File: config.mk
export PLATFORM = sky130hd
export DESIGN_NAME = audio_frame_seq
export DESIGN_NICKNAME = d
export VERILOG_FILES = /design/src/rtl/afs_pkg.sv /design/src/rtl/afs_interval_lut.sv /design/src/rtl/afs_write_queue.sv /design/src/rtl/afs_step_core.sv /design/src/rtl/audio_frame_seq.sv
export SDC_FILE = /design/constraint.sdc
export NUM_CORES = 1
export LEC_CHECK = 0
export ABC_AREA = 0
export BUFFER_PORTS_ARGS = -buffer_cell sky130_fd_sc_hd__buf_4
export CAP_MARGIN = 20
export CELL_PAD_IN_SITES_DETAIL_PLACEMENT = 1
export CELL_PAD_IN_SITES_GLOBAL_PLACEMENT = 1
export CORE_MARGIN = 5
export CORE_UTILIZATION = 40
export DETAILED_ROUTE_END_ITERATION = 16
export PLACE_DENSITY = 0.81
export SLEW_MARGIN = 15
export SYNTH_ARGS = -nofsm -noshare
export SYNTH_HDL_FRONTEND = slang
export SYNTH_SLANG_ARGS = --single-unit
File: constraint.sdc
create_clock -name clk_i -period 3.1 [get_ports clk_i]
set_input_delay 0.62 -clock clk_i [delete_from_list [all_inputs] [get_ports clk_i]]
set_output_delay 0.62 -clock clk_i [all_outputs]
set_load 0.02 [all_outputs]
File: src/rtl/afs_pkg.sv
package afs_pkg;
  localparam int CNT_W  = 16;
  localparam int STEP_N = 6;
  localparam int STEP_W = $clog2(STEP_N);

  typedef enum logic {
    MODE_FOUR = 1'b0,
    MODE_FIVE = 1'b1
  } seq_mode_e;

  function automatic logic [CNT_W-1:0] step_interval(
    input logic              long_tab,
    input seq_mode_e         mode,
    input logic [STEP_W-1:0] idx
  );
    logic [CNT_W-1:0] v;
    v = 16'd1;
    if (long_tab) begin
      case (idx)
        3'd0: v = 16'd8313;
        3'd1: v = 16'd8314;
        3'd2: v = 16'd8312;
        3'd3: v = (mode == MODE_FIVE) ? 16'd8314 : 16'd8313;
        3'd4: v = (mode == MODE_FIVE) ? 16'd8312 : 16'd1;
        default: v = 16'd1;
      endcase
    end else begin
      case (idx)
        3'd0: v = 16'd7457;
        3'd1: v = 16'd7456;
        3'd2: v = 16'd7458;
        3'd3: v = (mode == MODE_FIVE) ? 16'd7458 : 16'd7457;
        3'd4: v = (mode == MODE_FIVE) ? 16'd7452 : 16'd1;
        default: v = 16'd1;
      endcase
    end
    return v;
  endfunction
endpackage

File: src/rtl/afs_interval_lut.sv
module afs_interval_lut #(
  parameter int CNT_W  = afs_pkg::CNT_W,
  parameter int STEP_W = afs_pkg::STEP_W
) (
  input  logic               long_tab_i,
  input  afs_pkg::seq_mode_e mode_i,
  input  logic [STEP_W-1:0]  idx_i,
  output logic [CNT_W-1:0]   ticks_o
);
  always_comb begin
    ticks_o = CNT_W'(afs_pkg::step_interval(long_tab_i, mode_i, 3'(idx_i)));
  end
endmodule

File: src/rtl/afs_write_queue.sv
module afs_write_queue #(
  parameter int DLY_W    = 3,
  parameter int DLY_EVEN = 3,
  parameter int DLY_ODD  = 4,
  parameter int DLY_RST  = 3
) (
  input  logic clk_i,
  input  logic rst_ni,
  input  logic tick_i,
  input  logic wr_i,
  input  logic wr_five_i,
  input  logic wr_odd_i,
  input  logic rst_any_i,
  input  logic rst_five_i,
  output logic apply_o,
  output logic apply_five_o,
  output logic apply_pulse_o
);
  logic             pend_q;
  logic             five_q;
  logic [DLY_W-1:0] dly_q;

  // Fresh writes and resets supersede a write that is due this cycle
  assign apply_o      = pend_q && tick_i && (dly_q == DLY_W'(1)) && !wr_i && !rst_any_i;
  assign apply_five_o = five_q;

  always_ff @(posedge clk_i or negedge rst_ni) begin
    if (!rst_ni) begin
      pend_q        <= 1'b0;
      five_q        <= 1'b0;
      dly_q         <= '0;
      apply_pulse_o <= 1'b0;
    end else begin
      apply_pulse_o <= apply_o;
      if (rst_any_i) begin
        pend_q <= 1'b1;
        five_q <= rst_five_i;
        dly_q  <= DLY_W'(DLY_RST);
      end else if (wr_i) begin
        pend_q <= 1'b1;
        five_q <= wr_five_i;
        dly_q  <= wr_odd_i ? DLY_W'(DLY_ODD) : DLY_W'(DLY_EVEN);
      end else if (apply_o) begin
        pend_q <= 1'b0;
      end else if (tick_i && pend_q) begin
        dly_q <= dly_q - DLY_W'(1);
      end
    end
  end
endmodule

File: src/rtl/afs_step_core.sv
module afs_step_core #(
  parameter int CNT_W  = afs_pkg::CNT_W,
  parameter int STEP_N = afs_pkg::STEP_N,
  parameter int STEP_W = afs_pkg::STEP_W
) (
  input  logic               clk_i,
  input  logic               rst_ni,
  input  logic               tick_i,
  input  logic               long_tab_i,
  input  logic               hard_rst_i,
  input  logic               soft_rst_i,
  input  logic               apply_i,
  input  logic               apply_five_i,
  output afs_pkg::seq_mode_e mode_o,
  output logic               evt_valid_o,
  output logic [STEP_W-1:0]  evt_step_o
);
  import afs_pkg::*;

  localparam logic [CNT_W-1:0] PWR_CNT = CNT_W'(step_interval(1'b0, MODE_FOUR, '0));

  seq_mode_e         mode_q, lut_mode;
  logic [STEP_W-1:0] step_q, step_nx, lut_idx;
  logic [CNT_W-1:0]  cnt_q, cnt_dec, lut_ticks;
  logic              rst_any, hit;

  assign rst_any = hard_rst_i || soft_rst_i;
  assign step_nx = (step_q == STEP_W'(STEP_N - 1)) ? '0 : step_q + STEP_W'(1);
  assign cnt_dec = (cnt_q != '0) ? cnt_q - CNT_W'(1) : cnt_q;
  assign hit     = (cnt_dec == '0);

  always_comb begin
    lut_idx  = step_nx;
    lut_mode = mode_q;
    if (rst_any) begin
      lut_idx  = '0;
      lut_mode = hard_rst_i ? MODE_FOUR : mode_q;
    end else if (apply_i) begin
      lut_idx  = '0;
      lut_mode = seq_mode_e'(apply_five_i);
    end
  end

  afs_interval_lut #(.CNT_W(CNT_W), .STEP_W(STEP_W)) u_lut (
    .long_tab_i (long_tab_i),
    .mode_i     (lut_mode),
    .idx_i      (lut_idx),
    .ticks_o    (lut_ticks)
  );

  always_ff @(posedge clk_i or negedge rst_ni) begin
    if (!rst_ni) begin
      mode_q      <= MODE_FOUR;
      step_q      <= '0;
      cnt_q       <= PWR_CNT;
      evt_valid_o <= 1'b0;
      evt_step_o  <= '0;
    end else begin
      evt_valid_o <= 1'b0;
      if (rst_any) begin
        mode_q <= lut_mode;
        step_q <= '0;
        cnt_q  <= lut_ticks;
      end else if (apply_i) begin
        mode_q <= lut_mode;
        step_q <= '0;
        // five-step mode consumes one tick on reload
        cnt_q  <= apply_five_i ? lut_ticks - CNT_W'(1) : lut_ticks;
      end else if (tick_i) begin
        if (hit) begin
          evt_valid_o <= 1'b1;
          evt_step_o  <= step_q;
          step_q      <= step_nx;
          cnt_q       <= lut_ticks;
        end else begin
          cnt_q <= cnt_dec;
        end
      end
    end
  end

  assign mode_o = mode_q;
endmodule

File: src/rtl/audio_frame_seq.sv
module audio_frame_seq #(
  parameter int         CNT_W      = afs_pkg::CNT_W,
  parameter int         STEP_N     = afs_pkg::STEP_N,
  parameter int         STEP_W     = $clog2(STEP_N),
  parameter int         DLY_W      = 3,
  parameter int         DLY_EVEN   = 3,
  parameter int         DLY_ODD    = 4,
  parameter logic [1:0] REGION_LONG = 2'd1
) (
  input  logic              clk_i,
  input  logic              rst_ni,
  input  logic              tick_i,
  input  logic              wr_i,
  input  logic [7:0]        wr_data_i,
  input  logic              wr_odd_i,
  input  logic [1:0]        region_i,
  input  logic              hard_rst_i,
  input  logic              soft_rst_i,
  output logic              evt_valid_o,
  output logic [STEP_W-1:0] evt_step_o,
  output logic              wr_apply_o
);
  import afs_pkg::*;

  seq_mode_e mode;
  logic      apply, apply_five, rst_any, rst_five, long_tab;
  logic      unused_data;

  assign unused_data = ^wr_data_i[6:0];
  assign rst_any     = hard_rst_i || soft_rst_i;
  assign rst_five    = !hard_rst_i && (mode == MODE_FIVE);
  assign long_tab    = (region_i == REGION_LONG);

  afs_write_queue #(
    .DLY_W(DLY_W), .DLY_EVEN(DLY_EVEN), .DLY_ODD(DLY_ODD), .DLY_RST(DLY_EVEN)
  ) u_wq (
    .clk_i         (clk_i),
    .rst_ni        (rst_ni),
    .tick_i        (tick_i),
    .wr_i          (wr_i),
    .wr_five_i     (wr_data_i[7]),
    .wr_odd_i      (wr_odd_i),
    .rst_any_i     (rst_any),
    .rst_five_i    (rst_five),
    .apply_o       (apply),
    .apply_five_o  (apply_five),
    .apply_pulse_o (wr_apply_o)
  );

  afs_step_core #(.CNT_W(CNT_W), .STEP_N(STEP_N), .STEP_W(STEP_W)) u_core (
    .clk_i        (clk_i),
    .rst_ni       (rst_ni),
    .tick_i       (tick_i),
    .long_tab_i   (long_tab),
    .hard_rst_i   (hard_rst_i),
    .soft_rst_i   (soft_rst_i),
    .apply_i      (apply),
    .apply_five_i (apply_five),
    .mode_o       (mode),
    .evt_valid_o  (evt_valid_o),
    .evt_step_o   (evt_step_o)
  );
endmodule

# Word-level counts from Yosys, hierarchy flattened
# Index checks and enable logic that the tools add are counted.
dict set report op_classes {
  mul 0
  n_shift 0
  order_cmp 0
  n_reduce_logical 21
  div 0
  add_sub_neg 4
  mux 39
  n_eq_ne 8
  bitwise_logic 2
}
# operator count
set op_table {}
lappend op_table {{two-way mux 16 bit} 7}
lappend op_table {{one-hot mux 14 bit (5 select lines)} 1}
lappend op_table {{one-hot mux 13 bit (5 select lines)} 1}
lappend op_table {{two-way mux 3 bit} 12}
lappend op_table {{subtractor 16 x 1 -> 16 bit, second input constant} 2}
lappend op_table {{zero test 16 bit} 1}
lappend op_table {{nonzero test 16 bit} 1}
lappend op_table {{two-way mux 1 bit} 14}
lappend op_table {{two-way mux 14 bit} 1}
lappend op_table {{two-way mux 13 bit} 1}
lappend op_table {{nonzero test 3 bit} 4}
lappend op_table {{equality test 3 x 1 -> 1 bit, second input constant} 2}
lappend op_table {{equality test 3 x 2 -> 1 bit, second input constant} 2}
lappend op_table {{equality test 3 bit, second input constant} 2}
lappend op_table {{logical AND 1 bit} 5}
lappend op_table {{two-way mux 2 bit} 2}
lappend op_table {{AND reduction 2 bit} 2}
lappend op_table {{AND reduction 4 bit} 1}
lappend op_table {{nonzero test 2 bit} 2}
lappend op_table {{adder 3 x 1 -> 3 bit, second input constant} 1}
lappend op_table {{zero test 1 bit} 3}
lappend op_table {{zero test 3 bit} 1}
lappend op_table {{!= test 3 x 2 -> 1 bit, second input constant} 1}
lappend op_table {{subtractor 3 x 1 -> 3 bit, second input constant} 1}
lappend op_table {{3 further kinds} 4}
dict set report word_totals {
  latch_bits 0
  inputBits 17
  ram_bits 0
  ff_bits 30
  mem_count 0
  romBits 0
}

# Depth between registers and ports, before layout
dict set report logic_depth {
  depth_word 13
  mapped_depth 13
  ltp_nobuf 13
}

# By module
# A second synthesis with hierarchy kept.
dict set report hier_totals {
  cells_unflattened 366
  hier_area_um2 2940.3
}
# mod cells_each seq_area_each_um2 n_inst area_each_um2
set modules_own_cells {}
lappend modules_own_cells {afs_step_core 304 608.1 1 2389.8}
lappend modules_own_cells {afs_write_queue 35 150.1 1 349.1}
lappend modules_own_cells {afs_interval_lut 24 0.0 1 180.2}
lappend modules_own_cells {audio_frame_seq 3 0.0 1 21.3}

# Worst setup path after synthesis
# Ideal clock, no wire load.
dict set report synth_timing {
  kind {register -> register}
  from {reg u_core.cnt_q[1]}
  to {reg u_core.evt_step_o[0]}
  path_stages_with_launch 10
  setup_time_ns 0.125
  arrival_time_ns 2.583
  required_time_ns 2.975
  slack_ns 0.392
  path_cell_list {dfrtp_1 inv_1 ha_1 or3b_1 or3_1 o21a_1 nor4_4 nand4b_4 nor2_1 mux2_2}
}
dict set report synth_via {
  elab_chain_len 4
  word_cells_on_any_way 5
  cone_classes {add/sub (1); mux (1); reduce/logical (3)}
}
# element line
set synth_lines {}
lappend synth_lines {{start: declaration} afs_step_core.sv:24} ;# logic [CNT_W-1:0] cnt_q, cnt_dec, lut_ticks;
lappend synth_lines {{start signal: assignment} afs_step_core.sv:63} ;# cnt_q <= lut_ticks;
lappend synth_lines {{start signal: assignment} afs_step_core.sv:68} ;# cnt_q <= apply_five_i ? lut_ticks - CNT_W'(1) : lut_ticks;
lappend synth_lines {{start signal: assignment} afs_step_core.sv:74} ;# cnt_q <= lut_ticks;
lappend synth_lines {{subtractor 16 x 1 -> 16 bit / nonzero test 16 bit (equally long branches)} afs_step_core.sv:29} ;# assign cnt_dec = (cnt_q != '0) ? cnt_q - CNT_W'(1) : cnt_q;
lappend synth_lines {{two-way mux 16 bit *} afs_step_core.sv:29}
lappend synth_lines {{zero test 16 bit *} afs_step_core.sv:30} ;# assign hit = (cnt_dec == '0);
lappend synth_lines {{AND reduction 4 bit (no source line) *} --}
lappend synth_lines {{end signal: assignment} afs_step_core.sv:72} ;# evt_step_o <= step_q;
lappend synth_lines {{end: declaration} afs_step_core.sv:16} ;# output logic [STEP_W-1:0] evt_step_o
# Every way passes the cells marked *; elsewhere a longest branch is shown, timed or not.
# A chain may end at the register's enable or synchronous reset.

# Worst setup path after layout
dict set report layout_timing {
  from {reg u_core.cnt_q[0]}
  to {reg u_core.step_q[0]}
}
dict set report layout_via {
  elab_chain_len 5
  word_cells_on_any_way 6
  cone_classes {add/sub (1); mux (1); reduce/logical (4)}
}
# element line
set layout_lines {}
lappend layout_lines {{subtractor 16 x 1 -> 16 bit / nonzero test 16 bit (equally long branches)} afs_step_core.sv:29}
lappend layout_lines {{two-way mux 16 bit *} afs_step_core.sv:29}
lappend layout_lines {{zero test 16 bit *} afs_step_core.sv:30}
lappend layout_lines {{nonzero test 3 bit (no source line) *} --}
lappend layout_lines {{AND reduction 2 bit (no source line) *} --}
lappend layout_lines {{end signal: assignment} afs_step_core.sv:73} ;# step_q <= step_nx;
lappend layout_lines {{end: declaration} afs_step_core.sv:23} ;# logic [STEP_W-1:0] step_q, step_nx, lut_idx;
# Marks and branches as above.

==> metrics.txt <==
status=finished clean; DRC=0; Final GP Congestion=0.853; root buf cell=clkbuf_8; cell with the most instances after synthesis=nor2_1; pre-CTS setup slack=120 ps; unrepaired setup endpoints after global routing=false; Worst Max-Slew Pin Slew=628 ps; Worst path most repeated cell=or3_1; GR peak layer=met2; Vias per Instance=5.98; 1st-pass router iterations=4; DRT Wirelength=6400 µm; filler cell count=655; share of layout cells above drive strength 1=19.8%; Startpoint Class=flop; top-area cell type share of the netlist area=27.3%; setup ws final=181 ps; # diodes=0; fin crit share=94.2%; Final min period=2920 ps; Rel. slew slack=57.7%; Worst EP arrival=3130 ps; Synth async-reset ratio=100%; FP Rows=27; clock sink count=30; clock transition at the registers of the reported paths=70 ps; Synth cell types=59; CP Depth=10; Cells after Synth=257; Finish-stage setup viols=0; register area share after synthesis=34.5%; M3 GR Usage=2.96%; CORE AREA=5410 µm²; via count=2093; Design Power=1.08 mW; CP delay by family, top=simple AND/OR/NAND/NOR gates; worst path bufs/invs=2; Chip Width=84.1 µm; IO buf count=14; Crit Path Max Fanout=9; DRT antenna net count=0; power per cell area=425 nW/µm²; HP Class=in -> async; Worst setup EP type=flop; Global Route Usage Sum=19.3%; initial core utilization=40.6%; CTS Hold Bufs=0; Worst Path Required=3310 ps; FF-to-FF path depth=10; Post-synth EDFFs=0; first-pass GRT wire length=11100 µm; Bufs on Longest Clock Path=2; max incr delay on CP=410 ps; most frequent cells after synthesis=27 x nor2_1, 24 x dfrtp_1, 21 x nand2_1; slowest library cell on the worst path=dfstp_2; maximum clock frequency=343 MHz; H-tree levels=2; die area=7080 µm²; grt met2 use=33.3%; chip height=84.1 µm; Post-DP HPWL=4700 µm; Leak Pwr=1.05 nW; final hold violations=0; grt ovf=0; post-synth design cell area=2200 µm²; synth top area cells=dfrtp_1 27%, dfstp_2 7.2%, nor2_1 4.6%; max cap viols=0; M1 GR Usage=24.1%; 1st-iter DRT viols=104; pin count of the biggest net entering global routing=31; Final nets=299; critical path class=reg -> reg; crit-path cells=inv_1 -> ha_1 -> or3b_1 -> or3_1 -> o21a_1 -> nor4_4 -> nand4b_4 -> buf_4 -> or3_1 -> a21oi_1; dominant cell type by area after synthesis=dfrtp_1; register cell area after layout=758 µm²; Final Max Tran Viols=0; Post-Syn Nets=279; clock skew=5.55 ps; syn_area_per_cell=8.55 µm²; clock latency on the worst-skew pair=290 ps; initial antenna violation count=0; total I/O pin count=22; footprint of the multi-input gates=1340 µm²; Primary FF master, synth=dfrtp_1; yosys synthesis warning count=0; maximum vdd drop=0.223 mV; number of global-route vias before repair=2309; Num CTS Buffers=5; CTS tree=yes; P&R area growth vs syn=15.5%; drt wl/cell=18.3 µm; Seq cells post-synth=30; Post-Route Setup TNS=0 ps
-- worst reg2reg max path, cell delays in order, from the launching register on --
cell and delay, ps:
dfstp_2 410, inv_1 110, ha_1 210, or3b_1 390
or3_1 370, o21a_1 220, nor4_4 280, nand4b_4 180
buf_4 210, or3_1 310, a21oi_1 150
-- sequential cells by signal, summed over array words and instances (netlist names) --
signal,cells
u_core.cnt_q,16
u_core.evt_step_o,3
u_core.evt_valid_o,1
u_core.mode_o,1
u_core.step_q,3
u_wq.apply_five_o,1
u_wq.apply_pulse_o,1
u_wq.dly_q,3
u_wq.pend_q,1
-- metrics by stage --
| stage | utilization, % | std cells | area (µm²) | hold slack [ps] |
|---|---|---|---|---|
| 2_1_floorplan | - | 257 | 2200 | 324 |
| 5_1_grt | 46.9 | 350 | 2540 | 297 |
| 6_report | 46.9 | 350 | 2540 | 259 |
| 4_1_cts | 46.9 | 350 | 2530 | 277 |
| 3_5_place_dp | 44.7 | 342 | 2420 | 503 |
| 3_3_place_gp | 44.7 | 342 | 2420 | 490 |
-- cell type report --
class	count	area share, %
Clock buffer	7	3.40
Clock inverter	1	1.18
Inverter	8	1.18
Multi-Input combinational cell	205	52.8
Sequential cell	30	29.9
Tap cell	72	3.55
Timing Repair Buffer	27	7.99
-- per-layer routing --
| metal | part of all wire, % | up-vias |
|---|---|---|
| li1 | - | 1001 |
| met1 | 44 | 1047 |
| met2 | 51 | 32 |
| met3 | 2.7 | 13 |
| met4 | 2.1 | 0 |
| met5 | 0 | - |
-- worst paths after layout --
kind | start | endpoint | slack [ps]
setup / recovery | u_core.cnt_q[0] | u_core.step_q[0] | 180
hold / removal | rst_ni | u_wq.apply_pulse_o | 260
setup reg to reg | u_core.cnt_q[0] | u_core.step_q[0] | 180
hold reg to reg | u_core.evt_step_o[1] | u_core.evt_step_o[1] | 520
max in group asynchronous | rst_ni | u_core.cnt_q[5] | 2500
min in group clk_i | hard_rst_i | u_wq.apply_five_o | 500
-- cells by family (layout without fill, tap and decap cells) --
kind of cell / Yosys count / count (layout) / synth area share [%]
fa+ha+maj: 5 / 5 / 2.85
flops: 30 / 30 / 34.5
compound gates: 74 / 74 / 22.6
mux: 7 / 7 / 3.36
buf+inv: 22 / 43 / 4.61
simple gates: 115 / 115 / 30.5
xor+xnor: 4 / 4 / 1.59
-- layout by cell type (no fill, tap or decap), types with 2 or more instances in the layout --
| master | instances |
|---|---|
| dfstp_2 | 6 |
| nand4_1 | 2 |
| a31oi_1 | 4 |
| xnor2_1 | 4 |
| o211ai_1 | 5 |
| nand2b_1 | 4 |
| a211oi_1 | 3 |
| nor4_1 | 4 |
| mux2_2 | 3 |
| clkbuf_8 | 6 |
| inv_1 | 8 |
| nand2_1 | 21 |
| buf_4 | 27 |
| or3_1 | 6 |
| o31a_1 | 2 |
| or4_1 | 5 |
| or2_2 | 2 |
| nor3_1 | 13 |
| a22o_1 | 2 |
| o22ai_1 | 4 |
| ha_1 | 5 |
| nor2b_1 | 6 |
| o31ai_1 | 2 |
| mux2i_1 | 4 |
| a21oi_1 | 19 |
| or4_4 | 2 |
| dfrtp_1 | 24 |
| a21o_1 | 2 |
| o21a_1 | 2 |
| nor2_1 | 26 |
| nor3b_1 | 2 |
| o21ai_0 | 16 |
| nor4_4 | 2 |
| nand3_1 | 9 |
-- where the power goes --
part           internal, mW  switching, mW
logic                0.0817          0.108
registers             0.420         0.0411
clock network         0.262          0.164
total                 0.764          0.313
-- timing repair --
item / in CTS / in global routing
setup buffers: 0 / 0
setup endpoints to repair: 0 / 5
gates resized for setup: 0 / 1
hold endpoints to repair: 0 / 0
(Power assumes the default switching activity.)
